`src/rtl/lcd_tg_pkg.sv`:
```
package lcd_tg_pkg;
  typedef enum logic [1:0] {
    PH_SYNC   = 2'd0,
    PH_BACK   = 2'd1,
    PH_ACTIVE = 2'd2,
    PH_FRONT  = 2'd3
  } phase_e;

  localparam int POL_LINE  = 0;
  localparam int POL_FRAME = 1;
  localparam int POL_BIAS  = 2;
  localparam int POL_BITS  = 3;
endpackage

```
`src/rtl/lcd_tg_axis.sv`:
```
// One timing axis: four consecutive phases, each a programmable length.
// Used for both the horizontal and the vertical dimension.
module lcd_tg_axis
  import lcd_tg_pkg::*;
#(
  parameter int CW = 11
) (
  input  logic          clk,
  input  logic          rst_n,
  input  logic          clr,
  input  logic          step,
  input  logic [CW-1:0] len_sync,
  input  logic [CW-1:0] len_back,
  input  logic [CW-1:0] len_act,
  input  logic [CW-1:0] len_front,
  output phase_e        phase_o,
  output logic [CW-1:0] cnt_o,
  output logic          last_o,
  output logic          wrap_o
);

  phase_e        phase_q, phase_d;
  logic [CW-1:0] cnt_q, cnt_d;
  logic [CW-1:0] cur_len;
  logic [CW:0]   cnt_inc;
  logic          last;

  always_comb begin
    unique case (phase_q)
      PH_SYNC:   cur_len = len_sync;
      PH_BACK:   cur_len = len_back;
      PH_ACTIVE: cur_len = len_act;
      default:   cur_len = len_front;
    endcase
  end

  // a zero length behaves as a length of one
  assign cnt_inc = {1'b0, cnt_q} + 1'b1;
  assign last    = (cnt_inc >= {1'b0, cur_len});

  always_comb begin
    phase_d = phase_q;
    cnt_d   = cnt_q;
    if (clr) begin
      phase_d = PH_SYNC;
      cnt_d   = '0;
    end else if (step) begin
      if (last) begin
        cnt_d   = '0;
        phase_d = phase_e'(phase_q + 2'd1);
      end else begin
        cnt_d = cnt_inc[CW-1:0];
      end
    end
  end

  always_ff @(posedge clk or negedge rst_n) begin
    if (!rst_n) begin
      phase_q <= PH_SYNC;
      cnt_q   <= '0;
    end else begin
      phase_q <= phase_d;
      cnt_q   <= cnt_d;
    end
  end

  assign phase_o = phase_q;
  assign cnt_o   = cnt_q;
  assign last_o  = last;
  assign wrap_o  = step & ~clr & last & (phase_q == PH_FRONT);

  // phases only ever advance to their successor
  a_r1_phase_order: assert property (@(posedge clk) disable iff (!rst_n)
    (!$past(clr) && (phase_q != $past(phase_q))) |-> (phase_q == phase_e'($past(phase_q) + 2'd1)));

  // no tick, no movement
  a_r11_hold_without_tick: assert property (@(posedge clk) disable iff (!rst_n)
    (!$past(step) && !$past(clr)) |-> ($stable(cnt_q) && $stable(phase_q)));

  // a clear restarts the axis at the first sync position
  a_r9_restart: assert property (@(posedge clk) disable iff (!rst_n)
    $past(clr) |-> ((phase_q == PH_SYNC) && (cnt_q == '0)));

endmodule

```
`src/rtl/lcd_tg_bias.sv`:
```
// AC-bias level for passive panels: toggles every n frames.
module lcd_tg_bias #(
  parameter int NW = 8
) (
  input  logic          clk,
  input  logic          rst_n,
  input  logic          clr,
  input  logic          frame_done,
  input  logic [NW-1:0] n_frames,
  output logic          bias_o
);

  logic [NW-1:0] fcnt_q, fcnt_d;
  logic [NW:0]   fcnt_inc;
  logic          bias_q, bias_d;

  assign fcnt_inc = {1'b0, fcnt_q} + 1'b1;

  always_comb begin
    fcnt_d = fcnt_q;
    bias_d = bias_q;
    if (clr) begin
      fcnt_d = '0;
      bias_d = 1'b0;
    end else if (frame_done) begin
      if (fcnt_inc >= {1'b0, n_frames}) begin
        fcnt_d = '0;
        bias_d = ~bias_q;
      end else begin
        fcnt_d = fcnt_inc[NW-1:0];
      end
    end
  end

  always_ff @(posedge clk or negedge rst_n) begin
    if (!rst_n) begin
      fcnt_q <= '0;
      bias_q <= 1'b0;
    end else begin
      fcnt_q <= fcnt_d;
      bias_q <= bias_d;
    end
  end

  assign bias_o = bias_q;

  // the level only changes at a frame boundary
  a_r5_toggle_at_frame: assert property (@(posedge clk) disable iff (!rst_n)
    (!$past(clr) && (bias_q != $past(bias_q))) |-> $past(frame_done));

endmodule

```
`src/rtl/lcd_tg_power.sv`:
```
// Panel power and data-bus release sequencing.
module lcd_tg_power (
  input  logic clk,
  input  logic rst_n,
  input  logic enable,
  input  logic power_req,
  input  logic frame_start,
  output logic pwr_o,
  output logic data_en_o
);

  logic pwr_q, pwr_d;
  logic dat_q, dat_d;

  always_comb begin
    pwr_d = enable & (power_req | (pwr_q & ~frame_start));
    dat_d = enable & power_req & pwr_q & (dat_q | frame_start);
  end

  always_ff @(posedge clk or negedge rst_n) begin
    if (!rst_n) begin
      pwr_q <= 1'b0;
      dat_q <= 1'b0;
    end else begin
      pwr_q <= pwr_d;
      dat_q <= dat_d;
    end
  end

  assign pwr_o     = pwr_q;
  assign data_en_o = dat_q;

  // data bus is never live without panel power
  a_r8_data_needs_power: assert property (@(posedge clk) disable iff (!rst_n)
    data_en_o |-> pwr_o);

  // the data bus is only released at a frame boundary
  a_r8_data_at_frame: assert property (@(posedge clk) disable iff (!rst_n)
    $rose(data_en_o) |-> $past(frame_start));

endmodule

```
`src/rtl/lcd_timing_gen.sv`:
```
module lcd_timing_gen
  import lcd_tg_pkg::*;
#(
  parameter int H_W    = 11,
  parameter int V_W    = 10,
  parameter int BIAS_W = 8
) (
  input  logic              clk,
  input  logic              rst_n,
  input  logic              enable_i,
  input  logic              power_i,
  input  logic              tft_i,
  input  logic              pclk_en_i,
  input  logic [2:0]        pol_i,
  input  logic [1:0]        irq_sel_i,
  input  logic [BIAS_W-1:0] bias_frames_i,
  input  logic [H_W-1:0]    h_sync_i,
  input  logic [H_W-1:0]    h_back_i,
  input  logic [H_W-1:0]    h_active_i,
  input  logic [H_W-1:0]    h_front_i,
  input  logic [V_W-1:0]    v_sync_i,
  input  logic [V_W-1:0]    v_back_i,
  input  logic [V_W-1:0]    v_active_i,
  input  logic [V_W-1:0]    v_front_i,
  output logic              line_o,
  output logic              frame_o,
  output logic              bias_de_o,
  output logic              line_end_o,
  output logic              panel_clk_en_o,
  output logic              pix_req_o,
  output logic              irq_o,
  output logic              power_o,
  output logic              data_bus_en_o
);

  logic           clr, tick;
  phase_e         h_phase, v_phase;
  logic [H_W-1:0] h_cnt;
  logic [V_W-1:0] v_cnt;
  logic           h_last, h_wrap, v_last, v_wrap;
  logic           bias_lvl;
  logic           de_raw;
  logic [POL_BITS-1:0] sig_raw, sig_pin;
  logic           irq_q, irq_d;

  assign clr  = ~enable_i;
  assign tick = enable_i & pclk_en_i;

  lcd_tg_axis #(.CW(H_W)) u_h_axis (
    .clk       (clk),
    .rst_n     (rst_n),
    .clr       (clr),
    .step      (tick),
    .len_sync  (h_sync_i),
    .len_back  (h_back_i),
    .len_act   (h_active_i),
    .len_front (h_front_i),
    .phase_o   (h_phase),
    .cnt_o     (h_cnt),
    .last_o    (h_last),
    .wrap_o    (h_wrap)
  );

  lcd_tg_axis #(.CW(V_W)) u_v_axis (
    .clk       (clk),
    .rst_n     (rst_n),
    .clr       (clr),
    .step      (h_wrap),
    .len_sync  (v_sync_i),
    .len_back  (v_back_i),
    .len_act   (v_active_i),
    .len_front (v_front_i),
    .phase_o   (v_phase),
    .cnt_o     (v_cnt),
    .last_o    (v_last),
    .wrap_o    (v_wrap)
  );

  lcd_tg_bias #(.NW(BIAS_W)) u_bias (
    .clk        (clk),
    .rst_n      (rst_n),
    .clr        (clr),
    .frame_done (v_wrap),
    .n_frames   (bias_frames_i),
    .bias_o     (bias_lvl)
  );

  lcd_tg_power u_power (
    .clk         (clk),
    .rst_n       (rst_n),
    .enable      (enable_i),
    .power_req   (power_i),
    .frame_start (v_wrap),
    .pwr_o       (power_o),
    .data_en_o   (data_bus_en_o)
  );

  // visible pixel: both axes in their active phase
  assign de_raw = enable_i & (h_phase == PH_ACTIVE) & (v_phase == PH_ACTIVE);

  assign sig_raw[POL_LINE]  = enable_i & (h_phase == PH_SYNC);
  assign sig_raw[POL_FRAME] = enable_i & (v_phase == PH_SYNC);
  assign sig_raw[POL_BIAS]  = tft_i ? de_raw : (enable_i & bias_lvl);

  // per-signal polarity selection
  for (genvar gi = 0; gi < POL_BITS; gi++) begin : g_pol
    assign sig_pin[gi] = sig_raw[gi] ^ pol_i[gi];
  end

  assign line_o    = sig_pin[POL_LINE];
  assign frame_o   = sig_pin[POL_FRAME];
  assign bias_de_o = sig_pin[POL_BIAS];

  assign line_end_o = enable_i & (h_phase == PH_FRONT) & (h_cnt == '0)
                    & (v_phase == PH_ACTIVE);
  assign pix_req_o      = tick & de_raw;
  assign panel_clk_en_o = tick & (tft_i | de_raw);

  // interrupt on entry into the selected vertical phase
  always_comb begin
    irq_d = 1'b0;
    if (!clr) begin
      irq_d = h_wrap & v_last & (phase_e'(v_phase + 2'd1) == phase_e'(irq_sel_i));
    end
  end

  always_ff @(posedge clk or negedge rst_n) begin
    if (!rst_n) begin
      irq_q <= 1'b0;
    end else begin
      irq_q <= irq_d;
    end
  end

  assign irq_o = irq_q;

  // the interrupt is a single-cycle pulse
  a_r7_irq_single: assert property (@(posedge clk) disable iff (!rst_n)
    irq_o |=> !irq_o);

  // it coincides with the first cycle of a new vertical phase
  a_r7_irq_on_phase_entry: assert property (@(posedge clk) disable iff (!rst_n)
    irq_o |-> (v_phase != $past(v_phase)));

  // a disabled block keeps interrupt and power outputs low
  a_r9_disabled_quiet: assert property (@(posedge clk) disable iff (!rst_n)
    !enable_i |=> (!irq_o && !power_o && !data_bus_en_o));

  // line end falls outside the visible pixels
  a_r6_line_end_not_pixel: assert property (@(posedge clk) disable iff (!rst_n)
    line_end_o |-> !pix_req_o);

endmodule

```
`config.mk`:
```
export PLATFORM = sky130hd
export DESIGN_NAME = lcd_timing_gen
export DESIGN_NICKNAME = d
export VERILOG_FILES = /design/src/rtl/lcd_tg_pkg.sv /design/src/rtl/lcd_tg_axis.sv /design/src/rtl/lcd_tg_bias.sv /design/src/rtl/lcd_tg_power.sv /design/src/rtl/lcd_timing_gen.sv
export SDC_FILE = /design/constraint.sdc
export NUM_CORES = 1
export LEC_CHECK = 0
export ABC_AREA = 1
export ABC_CLOCK_PERIOD_IN_PS = 2800
export CAP_MARGIN = 5
export CORE_ASPECT_RATIO = 1.25
export CORE_MARGIN = 8
export CORE_UTILIZATION = 43
export CTS_CLUSTER_DIAMETER = 80
export DETAILED_ROUTE_END_ITERATION = 7
export PLACE_DENSITY_LB_ADDON = 0.1
export SYNTH_ARGS = -nofsm -noshare
export SYNTH_HDL_FRONTEND = slang
export SYNTH_SLANG_ARGS = --single-unit
```
`constraint.sdc`:
```
create_clock -name clk -period 2.8 [get_ports clk]
set_input_delay 0.7 -clock clk [delete_from_list [all_inputs] [get_ports clk]]
set_output_delay 0.7 -clock clk [all_outputs]
set_load 0.05 [all_outputs]
```
==> results.md <==
* Sw Share at 30.5%
* Via-to-Cell Ratio at 5.12
* Synth Register Bits at 37
* Final Util at 69.6%
* Top-area cell type share of the netlist area at 26.3%
* CTS tree: built
* Vias in the first global route at 3892
* I/O pin total at about 110
* Non-Filler Instances at ~750
* Final Critical Period at around 2.7 ns
* Number of hold violations in the final report at 0
* Final ANT Viol Nets at 0
* Sequential share of power at about a third
* Syn nets at between 600 and 700
* Total track usage at between 10% and 20%
* Arr. time, crit path at about 3 ns
* Post-route cell area at between 5000 and 6000 um^2
* Die Ht at ~120 um
* 1st-iter DRT viols at 160
* Clk_skew at between 0.01 and 0.015 ns
* DPL Wire Length at a little under 9 mm
* Root Buffer Master: clkbuf_8
* Clk network pwr share at roughly 30%
* NetSw at around 0.00051 W
* PD cells at a little under 300 nW/um^2
* Top area cells in the synthesized netlist: dfrtp_1, ha_1, nand2_1
* Drt wl/cell at 15.4 um
* Worst Setup End Kind: register
* Required @ worst endpoint at 2.99 ns
* Placed inst area at 5040 um^2
* Clock Pin Slew Worst Setup and Hold Paths at ~0.08 ns
* CP max FO at 3
* Later-pin clock latency in the skew report at roughly 0.30 ns
* Mapped Area at 3530 um^2
* Maximum vdd drop at 0.000228 V
* TritonRoute pass-1 iters at 4
* Final worst path period share at roughly 97%
* Layout cells sized above 1 at between 20% and 30%
* Post-Synthesis Cells at between 400 and 500
* Clock Sink Count at 37
* Final setup violation count at 0
* Max-slew violation count at 0
* IO Port Bufs at about 110
* Worst hold slack at about 0.5 ns
* Cts hold-fix bufs at 0
* DIE AREA at around 11000 um^2
* Via total after detailed routing at between 3000 and 4000
* First-pass GRT wire length at between 15 and 20 mm
* Placement Rows at 37
* Critical path class: register to register
* Relative slew margins at ~43%
* Cts bufs inserted at 5
* CTS max path bufs at 2
* Fraction of registers with async set/reset at 100%
* HP Class: input pin to asynchronous set/reset pin
* N_diodes at 0
* Initial core utilization at 43.5%
* Status: finished clean
* P&R area growth vs syn at 59.8%
* Ys Warns at 0
* Worst slack, placed at -0.222 ns
* Library cells used by synthesis at 35
* Leakage power at ~2.7 nW
* Worst Slack Setup Final at approximately 0.078 ns
* Max-cap viol count at 0
* Prevailing post-synth register cell: dfrtp_1
* Die X at approximately 97 um
* RSZ-0062 raised after global routing: true
* Nets at 794
* Worst slew pin tran at 0.848 ns
* Dpl cells at approximately 720
* Core box area at approximately 8100 um^2
* Final WL at between 10 and 15 mm
* Critical path launch point type: register
* Syn avg cell area at approximately 7.2 um^2
* Logic gate share of total power at 35.1%
* Post-synth EDFFs at 0
* DRC errors left at 0
* Final Wtd Congestion at a little under 0.9
* Largest net degree at the start of global routing at 38
* Initial antenna violation count at 0
* Seq/Total Area, Yosys at between 20% and 30%
* Int Pwr at ~0.0012 W
* H-tree Lvls at 2
* Cell taking the most area after synthesis: dfrtp_1
* Overflow after GRT at 0
* Fmax at between 300 and 400 MHz
==> final timing paths <==
| check | startpoint | to | slack [ns] | cells past startpoint |
|---|---|---|---|---|
| hold / removal | rst_n | irq_o$_DFF_PN0_ | 0.50 | 1 |
| setup reg to reg | u_h_axis.cnt_o[0]$_DFFE_PN0P_ | u_bias.bias_o$_DFFE_PN0P_ | 0.08 | 21 |
| max in group asynchronous | rst_n | u_h_axis.phase_o[0]$_DFFE_PN0P_ | 1.70 | 1 |
| setup / recovery | u_h_axis.cnt_o[0]$_DFFE_PN0P_ | u_bias.bias_o$_DFFE_PN0P_ | 0.08 | 21 |
| hold reg to reg | u_bias.fcnt_q[5]$_DFFE_PN0P_ | u_bias.fcnt_q[5]$_DFFE_PN0P_ | 0.51 | 2 |
| min in group clk | u_bias.fcnt_q[5]$_DFFE_PN0P_ | u_bias.fcnt_q[5]$_DFFE_PN0P_ | 0.51 | 2 |
==> cell type report <==
class | count | area [um^2]
clock buffer | 6 | 82.6
clock inverter | 2 | 37.5
fill | 651 | 2470
inverter | 67 | 254
multi-input combinational | 377 | 2620
sequential | 37 | 931
tap | 97 | 121
timing repair buffer | 160 | 1590
==> critical path: stages, from the launching register on <==
cell,delay (ns)
dfrtp_1,0.42
ha_2,0.21
nand2_2,0.10
buf_4,0.13
nor3_2,0.04
nor2_1,0.17
nor2_1,0.09
ha_1,0.28
nand2_1,0.04
inv_1,0.06
nand2_1,0.06
nor2_1,0.10
nand4_1,0.13
nand3_4,0.14
nand3_4,0.10
nor2_4,0.13
nand2_2,0.07
nand2_4,0.09
buf_6,0.11
nand2_2,0.04
nand2_2,0.06
nand2_2,0.04
==> stage by stage <==
stage | TNS [ns] | power, W
3_3_place_gp | -4.73 | 0.00112
2_1_floorplan | 0 | 0.000852
4_1_cts | -0.124 | 0.00163
6_report | 0 | 0.00167
3_5_place_dp | -4.98 | 0.00113
5_1_grt | -1.88 | 0.00177
==> metal layers <==
| metal | part of all wire (%) | global-route usage (%) | up-vias | wire length (um) |
|---|---|---|---|---|
| li1 | - | - | 1939 | - |
| met1 | 43 | 21.1 | 1733 | 4960 |
| met2 | 50 | 34.9 | 128 | 5710 |
| met3 | 4.6 | 2.99 | 19 | 528 |
| met4 | 2.4 | 6.37 | 0 | 277 |
| met5 | 0 | 0 | - | 0 |
==> cell usage after synthesis (2+ instances only) <==
cell type / number
a31oi_1: 2
dfrtp_1: 37
clkinv_1: 2
a21oi_1: 18
nor2_1: 33
nand3_4: 2
inv_1: 65
nor2_4: 3
nand3_2: 2
nand3_1: 29
nor3_1: 3
nand2_1: 128
ha_1: 43
nand2_2: 2
xor2_1: 18
nand4_1: 7
xnor2_1: 4
nand3b_1: 2
o21ai_0: 25
a22o_1: 21
nor2_2: 4
o22ai_1: 19
nor4_1: 2
clkbuf_1: 10
==> logic make-up (layout without fill, tap and decap cells) <==
group / after synthesis / after routing / share of synthesized area (%)
AND/OR/NAND/NOR: 219 / 220 / 27.8
AO/OA/AOI/OAI: 92 / 92 / 16.5
buffers and inverters: 79 / 235 / 8.66
flip-flops: 37 / 37 / 26.3
XOR/XNOR: 22 / 22 / 5.46
adder cells (fa/ha/maj): 43 / 43 / 15.3
==> layout by cell type (no fill, tap or decap), types with 13 or more instances in the layout <==
cell type        netlist  routed
o21ai_0               25      23
nand3_1               29      23
o22ai_1               19      15
nand2_1              128     119
a21oi_1               18      15
nor2_1                33      27
ha_1                  43      33
dfrtp_1               37      33
buf_4                  0      42
inv_1                 65      58
clkdlybuf4s50_1        0     104
a22o_1                21      21
xor2_1                18      13
==> power groups by stage <==
stage | clock network (W) | registers [W] | logic (W)
2_1_floorplan | 0 | 0.000591 | 0.000261
3_3_place_gp | 0 | 0.000592 | 0.000526
3_5_place_dp | 0 | 0.000593 | 0.000539
4_1_cts | 0.000501 | 0.000584 | 0.000541
5_1_grt | 0.000529 | 0.000588 | 0.000652
6_report | 0.000497 | 0.000585 | 0.000585
==> repair_timing <==
action / CTS / global route
setup endpoints to repair: 24 / 38
buffers inserted: 0 / 15
pin swaps: 0 / 23
cloned: 0 / 2
resized for setup: 5 / 76
==> sequential cells by signal (all words and copies together), names as in the netlist <==
| name | flops |
|---|---|
| u_h_axis.phase_o | 2 |
| irq_o | 1 |
| u_power.pwr_o | 1 |
| u_power.data_en_o | 1 |
| u_bias.fcnt_q | 8 |
| u_v_axis.cnt_o | 10 |
| u_v_axis.phase_o | 2 |
| u_bias.bias_o | 1 |
| u_h_axis.cnt_o | 11 |
Note: power is estimated with default switching activity, not from simulation.
